$ cat src/rtl/txrt_pkg.sv
package txrt_pkg;

    typedef enum logic [1:0] {
        ST_BYPASS = 2'd0,
        ST_REQ    = 2'd1,
        ST_HELD   = 2'd2
    } rt_state_e;

    localparam int unsigned TICK_DIV_DEFAULT = 2983;
    localparam int unsigned SYNC_DEFAULT     = 2;
    localparam logic        MARK_LEVEL       = 1'b1;

endpackage

$ cat src/rtl/txrt_sync.sv
module txrt_sync #(
    parameter int unsigned W      = 2,
    parameter int unsigned STAGES = 2,
    parameter logic [W-1:0] RST_VAL = '1
) (
    input  logic         clk,
    input  logic         rst_n,
    input  logic [W-1:0] d,
    output logic [W-1:0] q
);

    logic [STAGES-1:0][W-1:0] chain;

    always_ff @(posedge clk or negedge rst_n) begin
        if (!rst_n) begin
            for (int i = 0; i < int'(STAGES); i++) begin
                chain[i] <= RST_VAL;
            end
        end else begin
            chain[0] <= d;
            for (int i = 1; i < int'(STAGES); i++) begin
                chain[i] <= chain[i-1];
            end
        end
    end

    assign q = chain[STAGES-1];

endmodule

$ cat src/rtl/txrt_tick.sv
module txrt_tick #(
    parameter int unsigned DIV = 2983
) (
    input  logic clk,
    input  logic rst_n,
    output logic tick
);

    localparam int unsigned CW = (DIV > 2) ? $clog2(DIV) : 1;
    localparam logic [CW-1:0] LAST = CW'(DIV - 1);

    logic [CW-1:0] cnt;

    always_ff @(posedge clk or negedge rst_n) begin
        if (!rst_n) begin
            cnt <= '0;
        end else if (cnt == LAST) begin
            cnt <= '0;
        end else begin
            cnt <= cnt + 1'b1;
        end
    end

    assign tick = (cnt == LAST);

    // a tick never repeats in the following cycle
    a_r2_tick_isolated: assert property (@(posedge clk) disable iff (!rst_n)
        tick |=> !tick);

endmodule

$ cat src/rtl/txrt_capture.sv
module txrt_capture (
    input  logic clk,
    input  logic rst_n,
    input  logic hs_s,
    input  logic txd_s,
    output logic stage1
);

    import txrt_pkg::*;

    logic hs_prev;
    logic hs_rise;

    assign hs_rise = hs_s & ~hs_prev;

    always_ff @(posedge clk or negedge rst_n) begin
        if (!rst_n) begin
            hs_prev <= 1'b1;
            stage1  <= MARK_LEVEL;
        end else begin
            hs_prev <= hs_s;
            if (hs_rise) begin
                stage1 <= txd_s;
            end
        end
    end

    // the first register only moves on a strobe rising edge
    a_r3_hold_without_rise: assert property (@(posedge clk) disable iff (!rst_n)
        !(hs_s && !hs_prev) |=> $stable(stage1));

endmodule

$ cat src/rtl/txrt_ctrl.sv
module txrt_ctrl (
    input  logic clk,
    input  logic rst_n,
    input  logic tick,
    input  logic hs_s,
    input  logic txd_s,
    input  logic stage1,
    input  logic fast_en,
    output logic mod_bit,
    output logic ready_n
);

    import txrt_pkg::*;

    rt_state_e state;
    rt_state_e state_nxt;
    logic      stage2;

    // second register: loaded on every tick
    always_ff @(posedge clk or negedge rst_n) begin
        if (!rst_n) begin
            stage2 <= MARK_LEVEL;
        end else if (tick) begin
            stage2 <= stage1;
        end
    end

    // state register
    always_ff @(posedge clk or negedge rst_n) begin
        if (!rst_n) begin
            state <= ST_BYPASS;
        end else begin
            state <= state_nxt;
        end
    end

    // next-state logic
    always_comb begin
        state_nxt = state;
        unique case (state)
            ST_BYPASS: begin
                if (tick && !hs_s) state_nxt = ST_REQ;
            end
            ST_REQ: begin
                if (tick)      state_nxt = hs_s ? ST_BYPASS : ST_REQ;
                else if (hs_s) state_nxt = ST_HELD;
            end
            ST_HELD: begin
                if (tick)      state_nxt = hs_s ? ST_BYPASS : ST_REQ;
            end
            default: state_nxt = ST_BYPASS;
        endcase
        if (!fast_en) state_nxt = ST_BYPASS;
    end

    // outputs
    always_comb begin
        mod_bit = txd_s;
        ready_n = 1'b1;
        if (fast_en) begin
            unique case (state)
                ST_BYPASS: mod_bit = txd_s;
                ST_REQ: begin
                    mod_bit = stage2;
                    ready_n = 1'b0;
                end
                ST_HELD:   mod_bit = stage2;
                default:   mod_bit = txd_s;
            endcase
        end
    end

    // second register is stable between ticks
    a_r4_hold_between_ticks: assert property (@(posedge clk) disable iff (!rst_n)
        !tick |=> $stable(stage2));

    // low strobe at a tick in fast mode raises the request
    a_r6_request_on_low: assert property (@(posedge clk) disable iff (!rst_n)
        (tick && !hs_s && fast_en) |=> (ready_n == !fast_en));

    // a high strobe releases ready by the next cycle
    a_r7_release_on_high: assert property (@(posedge clk) disable iff (!rst_n)
        hs_s |=> ready_n);

    // slow mode forces bypass
    a_r8_slow_forces_bypass: assert property (@(posedge clk) disable iff (!rst_n)
        !fast_en |=> (state == ST_BYPASS));

endmodule

$ cat src/rtl/tx_bit_retimer.sv
module tx_bit_retimer #(
    parameter int unsigned TICK_DIV    = txrt_pkg::TICK_DIV_DEFAULT,
    parameter int unsigned SYNC_STAGES = txrt_pkg::SYNC_DEFAULT
) (
    input  logic clk,
    input  logic rst_n,
    input  logic tx_bit_in,
    input  logic hs_clk_in,
    input  logic fast_tx_en,
    output logic mod_bit_out,
    output logic ready_n
);

    localparam int unsigned SYNC_W = 2;

    logic [SYNC_W-1:0] pins_s;
    logic              hs_s;
    logic              txd_s;
    logic              tick;
    logic              stage1;

    txrt_sync #(
        .W      (SYNC_W),
        .STAGES (SYNC_STAGES),
        .RST_VAL('1)
    ) u_sync (
        .clk  (clk),
        .rst_n(rst_n),
        .d    ({hs_clk_in, tx_bit_in}),
        .q    (pins_s)
    );

    assign hs_s  = pins_s[1];
    assign txd_s = pins_s[0];

    txrt_tick #(
        .DIV(TICK_DIV)
    ) u_tick (
        .clk  (clk),
        .rst_n(rst_n),
        .tick (tick)
    );

    txrt_capture u_capture (
        .clk   (clk),
        .rst_n (rst_n),
        .hs_s  (hs_s),
        .txd_s (txd_s),
        .stage1(stage1)
    );

    txrt_ctrl u_ctrl (
        .clk    (clk),
        .rst_n  (rst_n),
        .tick   (tick),
        .hs_s   (hs_s),
        .txd_s  (txd_s),
        .stage1 (stage1),
        .fast_en(fast_tx_en),
        .mod_bit(mod_bit_out),
        .ready_n(ready_n)
    );

endmodule

$ cat config.mk
export PLATFORM = sky130hd
export DESIGN_NAME = tx_bit_retimer
export DESIGN_NICKNAME = d
export VERILOG_FILES = /design/src/rtl/txrt_pkg.sv /design/src/rtl/txrt_sync.sv /design/src/rtl/txrt_tick.sv /design/src/rtl/txrt_capture.sv /design/src/rtl/txrt_ctrl.sv /design/src/rtl/tx_bit_retimer.sv
export SDC_FILE = /design/constraint.sdc
export NUM_CORES = 1
export LEC_CHECK = 0
export BUFFER_PORTS_ARGS = -buffer_cell sky130_fd_sc_hd__buf_2
export CORE_MARGIN = 2
export CORE_UTILIZATION = 45
export DETAILED_ROUTE_END_ITERATION = 10
export MAX_ROUTING_LAYER = met4
export PLACE_DENSITY_LB_ADDON = 0.12
export SLEW_MARGIN = 20
export SYNTH_ARGS = -nofsm -noshare
export SYNTH_HDL_FRONTEND = slang
export SYNTH_SLANG_ARGS = --single-unit
$ cat constraint.sdc
create_clock -name clk -period 1.9 [get_ports clk]
set_input_delay 0.19 -clock clk [delete_from_list [all_inputs] [get_ports clk]]
set_output_delay 0.19 -clock clk [all_outputs]
set_load 0.01 [all_outputs]
Word level (Yosys, flattened, before mapping):

Cells that the tools add are included.

* reduce and logical (&&, ||, !) cells: 5
* muxes and demuxes: 12
* bitwise gates (word level): 2
* eq/ne operators: 6
* add/sub/neg operators: 1

Operators with widths (count)
* 12-bit by 1-bit adder with 12-bit output, second input constant: 1
* 12-bit equality test, second input constant: 1
* 12-bit 2-to-1 mux: 1
* 2-bit 2-to-1 mux: 5
* 3-bit by 2-bit inequality test with 1-bit output, second input constant: 2
* 2-bit case mux with 3 select lines: 1
* 1-bit 2-to-1 mux: 5
* 4-bit by 3-bit inequality test with 1-bit output, second input constant: 1
* 3-bit AND reduction: 1
* 2-bit by 1-bit equality test with 1-bit output, second input constant: 1
* 2-bit equality test, second input constant: 1
* 2-bit zero test: 1
* 2-bit OR reduction: 1
* 1-bit bitwise AND: 1
* 1-bit logical AND: 1
* 1-bit zero test: 1
* 1-bit inverter: 1

* output and inout bits: 2
* flip-flop bits (word level): 21
* word-level logic and storage cells: 33

Depth between registers and ports, before layout:

* depth in word-level cells: 5
* gate-level depth with buffers: 7
* gate-level depth less buffers: 6

By module:

From an unflattened synthesis, not the netlist that was laid out.

* cells, all modules: 90
* area, all modules: 1074.8 sq um

Modules (own cells, without submodules)
* txrt_tick: cells an instance 57, area each 608.1 sq um, times used 1
* txrt_ctrl: cells an instance 23, area each 265.3 sq um, times used 1
* txrt_sync: cells an instance 6, area each 120.1 sq um, times used 1
* txrt_capture: cells an instance 4, area each 81.3 sq um, times used 1

Worst setup path after synthesis:

OpenSTA, ideal clock, no wires.

* kind: reg2reg
* start point: register u_tick.cnt[0]
* end point: register u_ctrl.state[1]
* path slack: 362 ps
* period minus slack after synthesis: 1538 ps
* setup time: 125 ps
* arrival: 1412 ps
* stages on the path, launching flop included: 7
* path buffers: 0
* cell sequence: dfrtp_1 inv_1 ha_1 and4bb_1 and3_4 a21o_1 mux2_4

* word-level cells in the longest chain between the ends: 4
* elaborated cells between the ends (all ways): 9

Ends and longest elaborated chain
* from (decl): RTL line txrt_tick.sv:12 `logic [CW-1:0] cnt;`
* from (signal assigned): RTL line txrt_tick.sv:20 `cnt <= cnt + 1'b1;`
* 12-bit equality test (*): RTL line txrt_tick.sv:24 `assign tick = (cnt == LAST);`
* 2-bit 2-to-1 mux / 1-bit logical AND (equally long branches): RTL line txrt_ctrl.sv:45, txrt_ctrl.sv:42
* 2-bit case mux with 3 select lines / 3-bit by 2-bit inequality test with 1-bit output (equally long branches)
* 2-bit 2-to-1 mux / 3-bit AND reduction (equally long branches)
* to (signal assigned): RTL line txrt_ctrl.sv:33 `state <= state_nxt;`
* to (decl): RTL line txrt_ctrl.sv:15 `rt_state_e state;`

Mark *: on every way between the ends. The rest lies on a longest branch, timed or not.
A chain may end at the register's enable or synchronous reset.

Final worst setup path:

* start point: register u_ctrl.state[0]
* end point: output port mod_bit_out

* word-level cells in the longest chain between the ends: 4
* elaborated cells between the ends (all ways): 5

Ends and longest elaborated chain
* 2-bit by 1-bit equality test with 1-bit output / 2-bit equality test (equally long branches): RTL line txrt_ctrl.sv:61 `unique case (state)`
* 2-bit OR reduction (no line) (*)
* 1-bit 2-to-1 mux (*): RTL line txrt_ctrl.sv:61
* 1-bit 2-to-1 mux (*): RTL line txrt_ctrl.sv:60 `if (fast_en) begin`
* to (decl): RTL line tx_bit_retimer.sv:10 `output logic mod_bit_out,`

Marked as above.

==> metrics.csv <==
metric;value;unit
Fin. Hold Viols;0;
DIE WIDTH;51.1;µm
FF+latch count, synth;21;
total power;0.953;mW
Slowest-stage cell, CP;dfrtp_1;
Slew HR;70.0;%
vias in the first global route;630;
power share of the combinational group;25.3;%
largest stage delay on the critical path;0.42;ns
area of the multi-input gates;444;µm²
Flop pwr share;52.7;%
RSZ-0062 raised after global routing;no;
Ant. Diodes;0;
Seq/Total Area, Yosys;53.5;%
Vias;642;
post-route ant nets;0;
CP Capture Type;output port;
area leader, netlist;dfrtp_1;
Critical Path Start Type;flip-flop;
period utilization;94.2;%
initial antenna violation count;0;
crit-path cells;inv_2, ha_1, nand2_1, mux2_2, buf_2;
H-tree Lvls;1;
CTS buffer count;3;
register area;534;µm²
vias per cell;5.02;
status;finished, final reports clean;
Worst Clk Skew;0.00221;ns
grt ovf;0;
Crit Path Category;reg -> out;
Async S/R FF share, synth;100;%
Non-Filler Instances;128;
Max Root-Sink Buffers;2;
Top FF cell, synth;dfrtp_1;
Worst Hold Class;in -> reg;
crit path DAT;1.60;ns
initial drt markers;7;
clk root buf;clkbuf_4;
Crit Path Max Fanout;3;
Die H;51.1;µm
HPWL after DPL;1.09;mm
# setup viols final;0;
Area contributors post-synth;dfrtp_1, dfstp_2, ha_1, xnor2_1, xor2_1;
CTS Sinks;21;
first-pass iteration count of the detailed router;4;
sw frac;28.2;%
Final nets;112;
internal power;0.684;mW
Synth cell types;30;
Core Rows;17;
Reg clk slew, reported paths;0.12;ns
Skew-Pair Late Insertion Delay;0.30;ns
clock share of power;22.0;%
drc violations;0;
Worst Max-Slew Pin Slew;0.451;ns
syn nets;97;
filler cell count in the final layout;197;
Port-buffer cells;6;
Initial Utilization;46.5;%
YS warnings;0;
final worst slack;0.111;ns
Post-Syn Area;998;µm²
max cap viols;0;
share of cells above drive strength 1;23.0;%
WL per Instance;12.4;µm
Peak supply drop;0.000535;V
mean post-synth cell area;11.6;µm²
final setup TNS;0;ns
Placeable Area;2150;µm²
Final min period;1.79;ns
first-pass GRT wire length;2.82;mm
Post-synth EDFFs;0;
Hold Slack;0.350;ns
dpl ws;0.235;ns
max-slew violation count;0;
dpl cells;119;
CTS tree;done;
fmax;0.559;GHz
PD cells;843;nW/µm²
post-synth top area share;35.1;%
Sw Pwr;0.269;mW
GPL Wtd Cong;0.760;
pin count of the biggest net entering global routing;22;
Die ar.;2610;µm²
Area growth syn-to-layout;13.3;%
Tot GR Track Use;15.4;%
final WL;1.59;mm
Mapped Cells;86;
Static Leak;0.558;nW
I/O pin cnt;7;
CP required;1.71;ns
logic make-up after synthesis:
logic type | share of synthesized area, %
compound gates | 5.14
simple gates | 20.1
buf+inv | 2.00
fa+ha+maj | 7.52
flops | 53.5
mux | 4.76
xor+xnor | 7.02
repair_timing:
action	4_1_cts	5_1_grt
hold buffers	3	0
setup endpoints to repair	0	1
setup buffers	0	2
hold endpoints to repair	16	0
gates resized for setup	0	1
synthesized netlist by cell type, drive strengths merged, types with 2 or more instances:
cell    instances
xor2            4
ha              6
dfstp           7
o21ai           3
and4bb          2
and3            5
nand2           5
mux2            3
inv             4
nand3           4
a21o            2
nand3b          3
dfrtp          14
xnor2           4
nor2            9
worst max-delay path: cells and delay by family (launching register included):
kind | cells | cell delay [ns]
mux | 1 | 0.32
fa+ha+maj | 1 | 0.29
simple gates | 1 | 0.07
buf+inv | 2 | 0.21
flops | 1 | 0.42
flip-flops by register name, summed over array words and instances (netlist names):
name               flops
u_capture.hs_prev      1
u_capture.stage1       1
u_ctrl.stage2          1
u_ctrl.state           2
u_sync.chain           2
u_sync.q               2
u_tick.cnt            12
worst paths after layout:
check | startpoint | end | slack (ns) | cells after the start
setup / recovery | u_ctrl.state[0] | mod_bit_out | 0.11 | 5
max in group asynchronous | rst_n | u_capture.stage1 | 1.21 | 2
setup reg to reg | u_tick.cnt[0] | u_ctrl.state[1] | 0.22 | 6
hold reg to reg | u_sync.chain[0] | u_sync.q[0] | 0.36 | 0
min in group asynchronous | rst_n | u_ctrl.state[1] | 0.36 | 2
hold / removal | fast_tx_en | u_ctrl.state[0] | 0.35 | 4
through the flow:
step | instance area [µm²] | utilization [%]
floorplan | 998 | -
global route | 1130 | 52.7
finish | 1130 | 52.7
CTS | 1120 | 52.0
global placement | 1060 | 49.3
detailed placement | 1060 | 49.3
cell type report:
| cell class | instances | area share, % |
|---|---|---|
| clock buffers | 3 | 1.99 |
| clock inverters | 1 | 0.442 |
| inverters | 4 | 1.33 |
| multi-input cells | 60 | 39.3 |
| flip-flops and latches | 21 | 47.2 |
| well taps | 28 | 3.10 |
| repair buffers | 11 | 6.64 |
layout by cell type, fill, tap and decap left out, types with 2 or more instances in the layout:
cell,n
buf_2,6
buf_4,2
inv_1,3
and3_1,4
dfstp_2,7
ha_1,6
a21o_1,2
nand2_1,5
nand3b_1,3
xor2_1,4
o21ai_1,2
clkbuf_4,3
dfrtp_1,14
nand3_1,4
xnor2_1,4
and4bb_1,2
nor2_1,9
dlygate4sd3_1,3
power by group through the flow:
stage	Clock (mW)	Combinational [mW]	Sequential (mW)
5_1_grt	0.239	0.274	0.504
2_1_floorplan	0	0.153	0.504
6_report	0.210	0.241	0.502
3_5_place_dp	0	0.203	0.512
3_3_place_gp	0	0.199	0.510
4_1_cts	0.223	0.210	0.503
per-layer routing:
layer / track usage (%) / part of all wire, % / vias up
li1: - / - / 322
met2: 22.7 / 45 / 8
met1: 20.3 / 50 / 310
met5: - / 0 / -
met3: 3.51 / 3.0 / 2
met4: 6.76 / 1.1 / 0
No activity file was read; power rests on OpenSTA's default activity.
